<file path="config.mk">
export PLATFORM = sky130hd
export DESIGN_NAME = cfg_access_port
export DESIGN_NICKNAME = d
export VERILOG_FILES = /design/src/rtl/cap_pkg.sv /design/src/rtl/cap_decode.sv /design/src/rtl/cap_lane.sv /design/src/rtl/cap_seq.sv /design/src/rtl/cfg_access_port.sv
export SDC_FILE = /design/constraint.sdc
export NUM_CORES = 1
export LEC_CHECK = 0
export ABC_AREA = 1
export BUFFER_PORTS_ARGS = -buffer_cell sky130_fd_sc_hd__buf_2
export CORE_UTILIZATION = 49
export CTS_BUF_LIST = sky130_fd_sc_hd__clkbuf_4 sky130_fd_sc_hd__clkbuf_8
export DETAILED_ROUTE_END_ITERATION = 6
export PLACE_DENSITY_LB_ADDON = 0.2
export SYNTH_ARGS = -nofsm -noshare
export SYNTH_HDL_FRONTEND = slang
export SYNTH_SLANG_ARGS = --single-unit
</file>
<file path="constraint.sdc">
create_clock -name clk -period 1.7 [get_ports clk]
set_input_delay 0.17 -clock clk [delete_from_list [all_inputs] [get_ports clk]]
set_output_delay 0.17 -clock clk [all_outputs]
set_load 0.02 [all_outputs]
</file>
<file path="src/rtl/cap_pkg.sv">
package cap_pkg;
  typedef enum logic [1:0] {
    SZ_BYTE = 2'd0,
    SZ_HALF = 2'd1,
    SZ_WORD = 2'd2
  } xfer_size_e;

  typedef enum logic {
    CYC_CFG = 1'b0,
    CYC_IO  = 1'b1
  } cyc_type_e;

  typedef enum logic [1:0] {
    ST_IDLE,
    ST_TURN,
    ST_WAIT,
    ST_RESP
  } seq_state_e;
endpackage

</file>
<file path="src/rtl/cap_decode.sv">
module cap_decode #(
  parameter int AW       = 12,
  parameter int ADDR_OFF = 'h064,
  parameter int CFG_OFF  = 'h068,
  parameter int IO_OFF   = 'h06C
) (
  input  logic [AW-1:0] h_addr,
  output logic          hit_addr,
  output logic          hit_cfg,
  output logic          hit_io
);
  localparam logic [AW-1:0] A_OFF = AW'(ADDR_OFF);
  localparam logic [AW-1:0] C_OFF = AW'(CFG_OFF);
  localparam logic [AW-1:0] I_OFF = AW'(IO_OFF);

  // Word-granular decode; the low two bits only steer lanes.
  always_comb begin
    hit_addr = (h_addr[AW-1:2] == A_OFF[AW-1:2]);
    hit_cfg  = (h_addr[AW-1:2] == C_OFF[AW-1:2]);
    hit_io   = (h_addr[AW-1:2] == I_OFF[AW-1:2]);
  end

  // the three targets never overlap
  always_comb begin
    decode_onehot_chk: assert ($countones({hit_addr, hit_cfg, hit_io}) <= 1);
  end
endmodule

</file>
<file path="src/rtl/cap_lane.sv">
module cap_lane
  import cap_pkg::*;
#(
  parameter int DW = 32
) (
  input  logic [1:0]      off,
  input  logic [1:0]      size,
  input  logic [DW-1:0]   wdata_in,
  input  logic [DW-1:0]   rd_src,
  output logic [DW/8-1:0] be,
  output logic [DW-1:0]   wdata_lane,
  output logic [DW-1:0]   rdata_low
);
  localparam int NB = DW / 8;
  localparam logic [DW-1:0] MASK_B = DW'(8'hFF);
  localparam logic [DW-1:0] MASK_H = DW'(16'hFFFF);

  logic [1:0]      lane;
  logic [4:0]      shamt;
  logic [DW-1:0]   mask;

  always_comb begin
    unique case (xfer_size_e'(size))
      SZ_BYTE: begin
        lane = off;
        be   = NB'(1) << lane;
        mask = MASK_B;
      end
      SZ_HALF: begin
        lane = {off[1], 1'b0};
        be   = NB'(3) << lane;
        mask = MASK_H;
      end
      default: begin
        lane = 2'd0;
        be   = {NB{1'b1}};
        mask = {DW{1'b1}};
      end
    endcase
    shamt      = {lane, 3'b000};
    wdata_lane = wdata_in << shamt;
    rdata_low  = (rd_src >> shamt) & mask;
  end
endmodule

</file>
<file path="src/rtl/cap_seq.sv">
module cap_seq
  import cap_pkg::*;
#(
  parameter int DW      = 32,
  parameter int CFG_AW  = 24,
  parameter int PORT_AW = 16
) (
  input  logic            clk,
  input  logic            rst,
  input  logic            h_req,
  input  logic            h_wr,
  input  logic            hit_addr,
  input  logic            hit_cfg,
  input  logic            hit_io,
  input  logic [DW/8-1:0] lane_be,
  input  logic [DW-1:0]   lane_wdata,
  input  logic [DW-1:0]   lane_rdata,
  output logic [DW-1:0]   rd_src,
  output logic            h_ready,
  output logic [DW-1:0]   h_rdata,
  output logic            d_req,
  output logic            d_type,
  output logic            d_wr,
  output logic [DW/8-1:0] d_be,
  output logic [DW-1:0]   d_addr,
  output logic [DW-1:0]   d_wdata,
  input  logic [DW-1:0]   d_rdata,
  input  logic            d_ack
);
  localparam int NB = DW / 8;
  localparam logic [DW-1:0] CFG_MASK  = ((DW'(1) << CFG_AW) - DW'(1)) & ~DW'(3);
  localparam logic [DW-1:0] PORT_MASK = (DW'(1) << PORT_AW) - DW'(1);

  seq_state_e      state;
  cyc_type_e       last_type;
  cyc_type_e       typ_q;
  cyc_type_e       new_type;
  logic [DW-1:0]   addr_reg;
  logic            win_hit;

  assign win_hit  = hit_cfg | hit_io;
  assign new_type = hit_io ? CYC_IO : CYC_CFG;
  assign rd_src   = (state == ST_WAIT) ? d_rdata : addr_reg;
  assign d_type   = (typ_q == CYC_IO);

  always_ff @(posedge clk) begin
    if (rst) begin
      state     <= ST_IDLE;
      last_type <= CYC_CFG;
      typ_q     <= CYC_CFG;
      addr_reg  <= '0;
      d_req     <= 1'b0;
      d_wr      <= 1'b0;
      d_be      <= '0;
      d_addr    <= '0;
      d_wdata   <= '0;
      h_ready   <= 1'b0;
      h_rdata   <= '0;
    end else begin
      unique case (state)
        ST_IDLE: begin
          if (h_req) begin
            if (win_hit) begin
              typ_q     <= new_type;
              last_type <= new_type;
              d_wr      <= h_wr;
              d_be      <= lane_be;
              d_wdata   <= lane_wdata;
              d_addr    <= hit_io ? (addr_reg & PORT_MASK) : (addr_reg & CFG_MASK);
              if (new_type != last_type) begin
                state <= ST_TURN;
              end else begin
                d_req <= 1'b1;
                state <= ST_WAIT;
              end
            end else begin
              if (hit_addr && h_wr) begin
                for (int i = 0; i < NB; i++) begin
                  if (lane_be[i]) addr_reg[8*i +: 8] <= lane_wdata[8*i +: 8];
                end
              end
              h_rdata <= (hit_addr && !h_wr) ? lane_rdata : '0;
              h_ready <= 1'b1;
              state   <= ST_RESP;
            end
          end
        end
        ST_TURN: begin
          d_req <= 1'b1;
          state <= ST_WAIT;
        end
        ST_WAIT: begin
          if (d_ack) begin
            d_req   <= 1'b0;
            h_ready <= 1'b1;
            h_rdata <= d_wr ? '0 : lane_rdata;
            state   <= ST_RESP;
          end
        end
        default: begin
          h_ready <= 1'b0;
          state   <= ST_IDLE;
        end
      endcase
    end
  end


  req_hold_chk: assert property (@(posedge clk) disable iff (rst)
    d_req && !d_ack |=> d_req && $stable(d_addr) && $stable(d_be) && $stable(d_type)
                        && $stable(d_wr) && $stable(d_wdata));


  ready_after_ack_chk: assert property (@(posedge clk) disable iff (rst)
    d_req && d_ack |=> h_ready && !d_req);


  ready_pulse_chk: assert property (@(posedge clk) disable iff (rst)
    h_ready |=> !h_ready);


  no_ready_while_busy_chk: assert property (@(posedge clk) disable iff (rst)
    !(h_ready && d_req));


  be_shape_chk: assert property (@(posedge clk) disable iff (rst)
    d_req |-> ($countones(d_be) == 1 || $countones(d_be) == 2 || $countones(d_be) == NB));
endmodule

</file>
<file path="src/rtl/cfg_access_port.sv">
module cfg_access_port #(
  parameter int AW       = 12,
  parameter int DW       = 32,
  parameter int CFG_AW   = 24,
  parameter int PORT_AW  = 16,
  parameter int ADDR_OFF = 'h064,
  parameter int CFG_OFF  = 'h068,
  parameter int IO_OFF   = 'h06C
) (
  input  logic            clk,
  input  logic            rst,
  input  logic            h_req,
  input  logic            h_wr,
  input  logic [AW-1:0]   h_addr,
  input  logic [1:0]      h_size,
  input  logic [DW-1:0]   h_wdata,
  output logic [DW-1:0]   h_rdata,
  output logic            h_ready,
  output logic            d_req,
  output logic            d_type,
  output logic            d_wr,
  output logic [DW/8-1:0] d_be,
  output logic [DW-1:0]   d_addr,
  output logic [DW-1:0]   d_wdata,
  input  logic [DW-1:0]   d_rdata,
  input  logic            d_ack
);
  logic            hit_addr, hit_cfg, hit_io;
  logic [DW/8-1:0] lane_be;
  logic [DW-1:0]   lane_wdata, lane_rdata, rd_src;

  cap_decode #(
    .AW(AW), .ADDR_OFF(ADDR_OFF), .CFG_OFF(CFG_OFF), .IO_OFF(IO_OFF)
  ) u_decode (
    .h_addr(h_addr), .hit_addr(hit_addr), .hit_cfg(hit_cfg), .hit_io(hit_io)
  );

  cap_lane #(.DW(DW)) u_lane (
    .off(h_addr[1:0]), .size(h_size), .wdata_in(h_wdata), .rd_src(rd_src),
    .be(lane_be), .wdata_lane(lane_wdata), .rdata_low(lane_rdata)
  );

  cap_seq #(.DW(DW), .CFG_AW(CFG_AW), .PORT_AW(PORT_AW)) u_seq (
    .clk(clk), .rst(rst), .h_req(h_req), .h_wr(h_wr),
    .hit_addr(hit_addr), .hit_cfg(hit_cfg), .hit_io(hit_io),
    .lane_be(lane_be), .lane_wdata(lane_wdata), .lane_rdata(lane_rdata),
    .rd_src(rd_src), .h_ready(h_ready), .h_rdata(h_rdata),
    .d_req(d_req), .d_type(d_type), .d_wr(d_wr), .d_be(d_be),
    .d_addr(d_addr), .d_wdata(d_wdata), .d_rdata(d_rdata), .d_ack(d_ack)
  );
endmodule

</file>
==> impl_metrics.json <==
{
  "yosys.area.top_type_share": 0.399,
  "worstSetupStartpointType": "flip-flop",
  "failed_checks": "negative setup slack",
  "ys_top_cells_by_count": "nand2_1, nor2_1, dfxtp_1",
  "peakVddDrop_uv": 777,
  "status": "finished with violations",
  "synthDistinctLibCells": 35,
  "ant_nets": 0,
  "final_area_um2": 8920,
  "initial_utilization": 0.510,
  "core.rowCount": 41,
  "yosys_warnings": 0,
  "final-seq-area_um2": 2610,
  "synth.area.top_cells": "dfxtp_1, nand2_1, o21ai_0",
  "grt_use_total": 0.305,
  "syn_avg_cell_area_um2": 6.75,
  "crit_arrival_ps": 2150,
  "place_congestion": 0.972,
  "wirelength_um": 22400,
  "via_count": 7359,
  "p_leak_nw": 4.07,
  "internal_power_mw": 6.81,
  "grt_pass1_wl_um": 33100,
  "postSynth.asyncResetShare": 0,
  "cp_cell_sequence": "inv_2 -> buf_4 -> ha_4 -> inv_2 -> buf_4 -> nor3_4 -> buf_6 -> clkbuf_16 -> nand3_1 -> a21oi_1",
  "dieArea_um2": 13800,
  "num_io_pins": 187,
  "cap_violations": 0,
  "rsz0062_at_grt": "true",
  "yosysTopAreaCell": "dfxtp_1",
  "skew_ps": 12.4,
  "yosysSeqAreaShare": 0.399,
  "hold_viol_final": 0,
  "synthCells": 966,
  "n_fill_cell": 1121,
  "post-route-period-util": 1.04,
  "pwr-share-seq": 0.315,
  "setup_viol": 25,
  "critical_path_class": "flip-flop to flip-flop",
  "p_clk_frac": 0.208,
  "place_area_um2": 7890,
  "fin_nets": 1280,
  "synth_edf_count": 0,
  "post-route-drc-count": 0,
  "drive_gt1_frac": 0.329,
  "drt-pass1-iter-count": 6,
  "multi_input_area_um2": 3580,
  "pre_cts_ws_ps": -132,
  "syn2layout_area_growth_pct": 36.8,
  "r2r_cells": 10,
  "sw_frac_of_total": 0.397,
  "antenna_found_initial": 1,
  "chipHeight_um": 117,
  "hold_path_class": "input pin to flip-flop",
  "post-route-util": 0.698,
  "share_comb_of_total_power": 0.477,
  "hold_depth": 3,
  "power.density_nw_per_um2": 1270,
  "crit_path_end_kind": "flip-flop",
  "slew_violations": 0,
  "clk_latency_ps": 460,
  "root_buffer": "clkbuf_8",
  "p_total_mw": 11.3,
  "fmax_mhz": 568,
  "core-area_um2": 12800,
  "cts_tree": "yes",
  "clkSlewWorstSetupHoldPaths_ps": 80,
  "grt_start_max_net_pins": 84,
  "cts.path.max_buffers": 2,
  "wl_per_cell_um": 16.2,
  "synthFlopType": "dfxtp_1",
  "numCtsBuffers": 17,
  "cts.sink_count": 130,
  "synth_seq_cells": 130,
  "via_per_inst": 5.34,
  "grt.overflow.total": 0,
  "whs_ps": 21.8,
  "crit_required_ps": 2090,
  "grt_pass1_vias": 6572,
  "setup_ws_ps": -59.6,
  "critPathMaxStageDelay_ps": 330,
  "critPathMaxFanout": 5,
  "crit_slowest_cell": "dfxtp_2",
  "drtIter0Drc": 680,
  "portBuffers": 178,
  "htree_levels": 4,
  "syn_area_um2": 6520,
  "power.net_switching_mw": 4.48,
  "finalCriticalPeriod_ps": 1760,
  "yosysMostFrequentCell": "nand2_1",
  "die_w_um": 117,
  "dp.final_hpwl_um": 15300
}
## power by group through the flow
stage | Sequential, mW | Clock, mW | Combinational (mW)
finish | 3.55 | 2.35 | 5.39
global route | 3.60 | 2.51 | 5.79
CTS | 3.55 | 2.36 | 4.61
detailed placement | 3.60 | 0 | 4.09
global placement | 3.60 | 0 | 4.06
floorplan | 4.00 | 0 | 2.12
## logic make-up (layout without fill, tap and decap cells)
group / Yosys count / after routing / share of synthesized area
AO/OA/AOI/OAI: 250 / 250 / 0.204
buffers and inverters: 143 / 375 / 0.101
adder cells (fa/ha/maj): 5 / 5 / 0.00960
AND/OR/NAND/NOR: 437 / 437 / 0.286
other: 1 / 9 / 0.000575
flip-flops: 130 / 130 / 0.399
## metal layers
layer	wire [um]	share of wire	GRT usage
met2	10600	0.47	0.489
met4	881	0.039	0.149
met3	1740	0.078	0.0584
met1	9120	0.41	0.391
met5	0	0	0
## placed cells by master (no fill, tap or decap), types with 6 or more instances in the layout
master and instances:
nand2_1 190, buf_2 178, nor2_1 142, dfxtp_1 128
o21ai_0 88, a21oi_1 65, buf_4 62, inv_1 61
nand3_1 54, o21ai_1 37, a21oi_2 30, clkbuf_8 18
o211ai_1 13, nand3_2 12, buf_12 12, nand2_2 8
conb_1 8, inv_2 7, nand4_1 7, o21ai_2 7
buf_6 6
## stage by stage
| stage | TNS [ps] | cells |
|---|---|---|
| after floorplan | -54.9 | 973 |
| after global placement | -3990 | 1320 |
| after detailed placement | -7270 | 1320 |
| after CTS | -59.7 | 1364 |
| after global routing | -4040 | 1378 |
| final | -393 | 1378 |
## area by class of cell
type / count / area share
clock inverters: 12 / 0.00940
well taps: 172 / 0.0241
repair buffers: 270 / 0.210
clock buffers: 20 / 0.0295
repair inverters: 1 / 0.000842
flip-flops and latches: 130 / 0.292
inverters: 72 / 0.0320
multi-input cells: 700 / 0.402
diodes: 1 / 0.000281
## what timing repair did
item	4_1_cts	5_1_grt
hold endpoints to repair	7	0
endpoints found under the setup margin	101	101
gates resized for setup	28	86
cloned	2	8
hold buffers	5	0
pin swaps	4	23
buffers inserted	5	6
## path summary, 6_finish.rpt
check	from	to	slack, ps
worst max-delay path	u_seq.state[0]	u_seq.d_addr[16]	-60
worst min-delay path	h_wdata[5]	u_seq.addr_reg[5]	20
worst max register to register	u_seq.state[0]	u_seq.d_addr[16]	-60
worst min register to register	u_seq.h_ready	u_seq.h_ready	450
## critical path: cells and delay by family, from the launching register on
kind,cells,cell delay [ps]
buf+inv,6,730
flops,1,330
simple gates,2,300
compound gates,1,160
fa+ha+maj,1,150
Power figures use the tool's default switching activity.
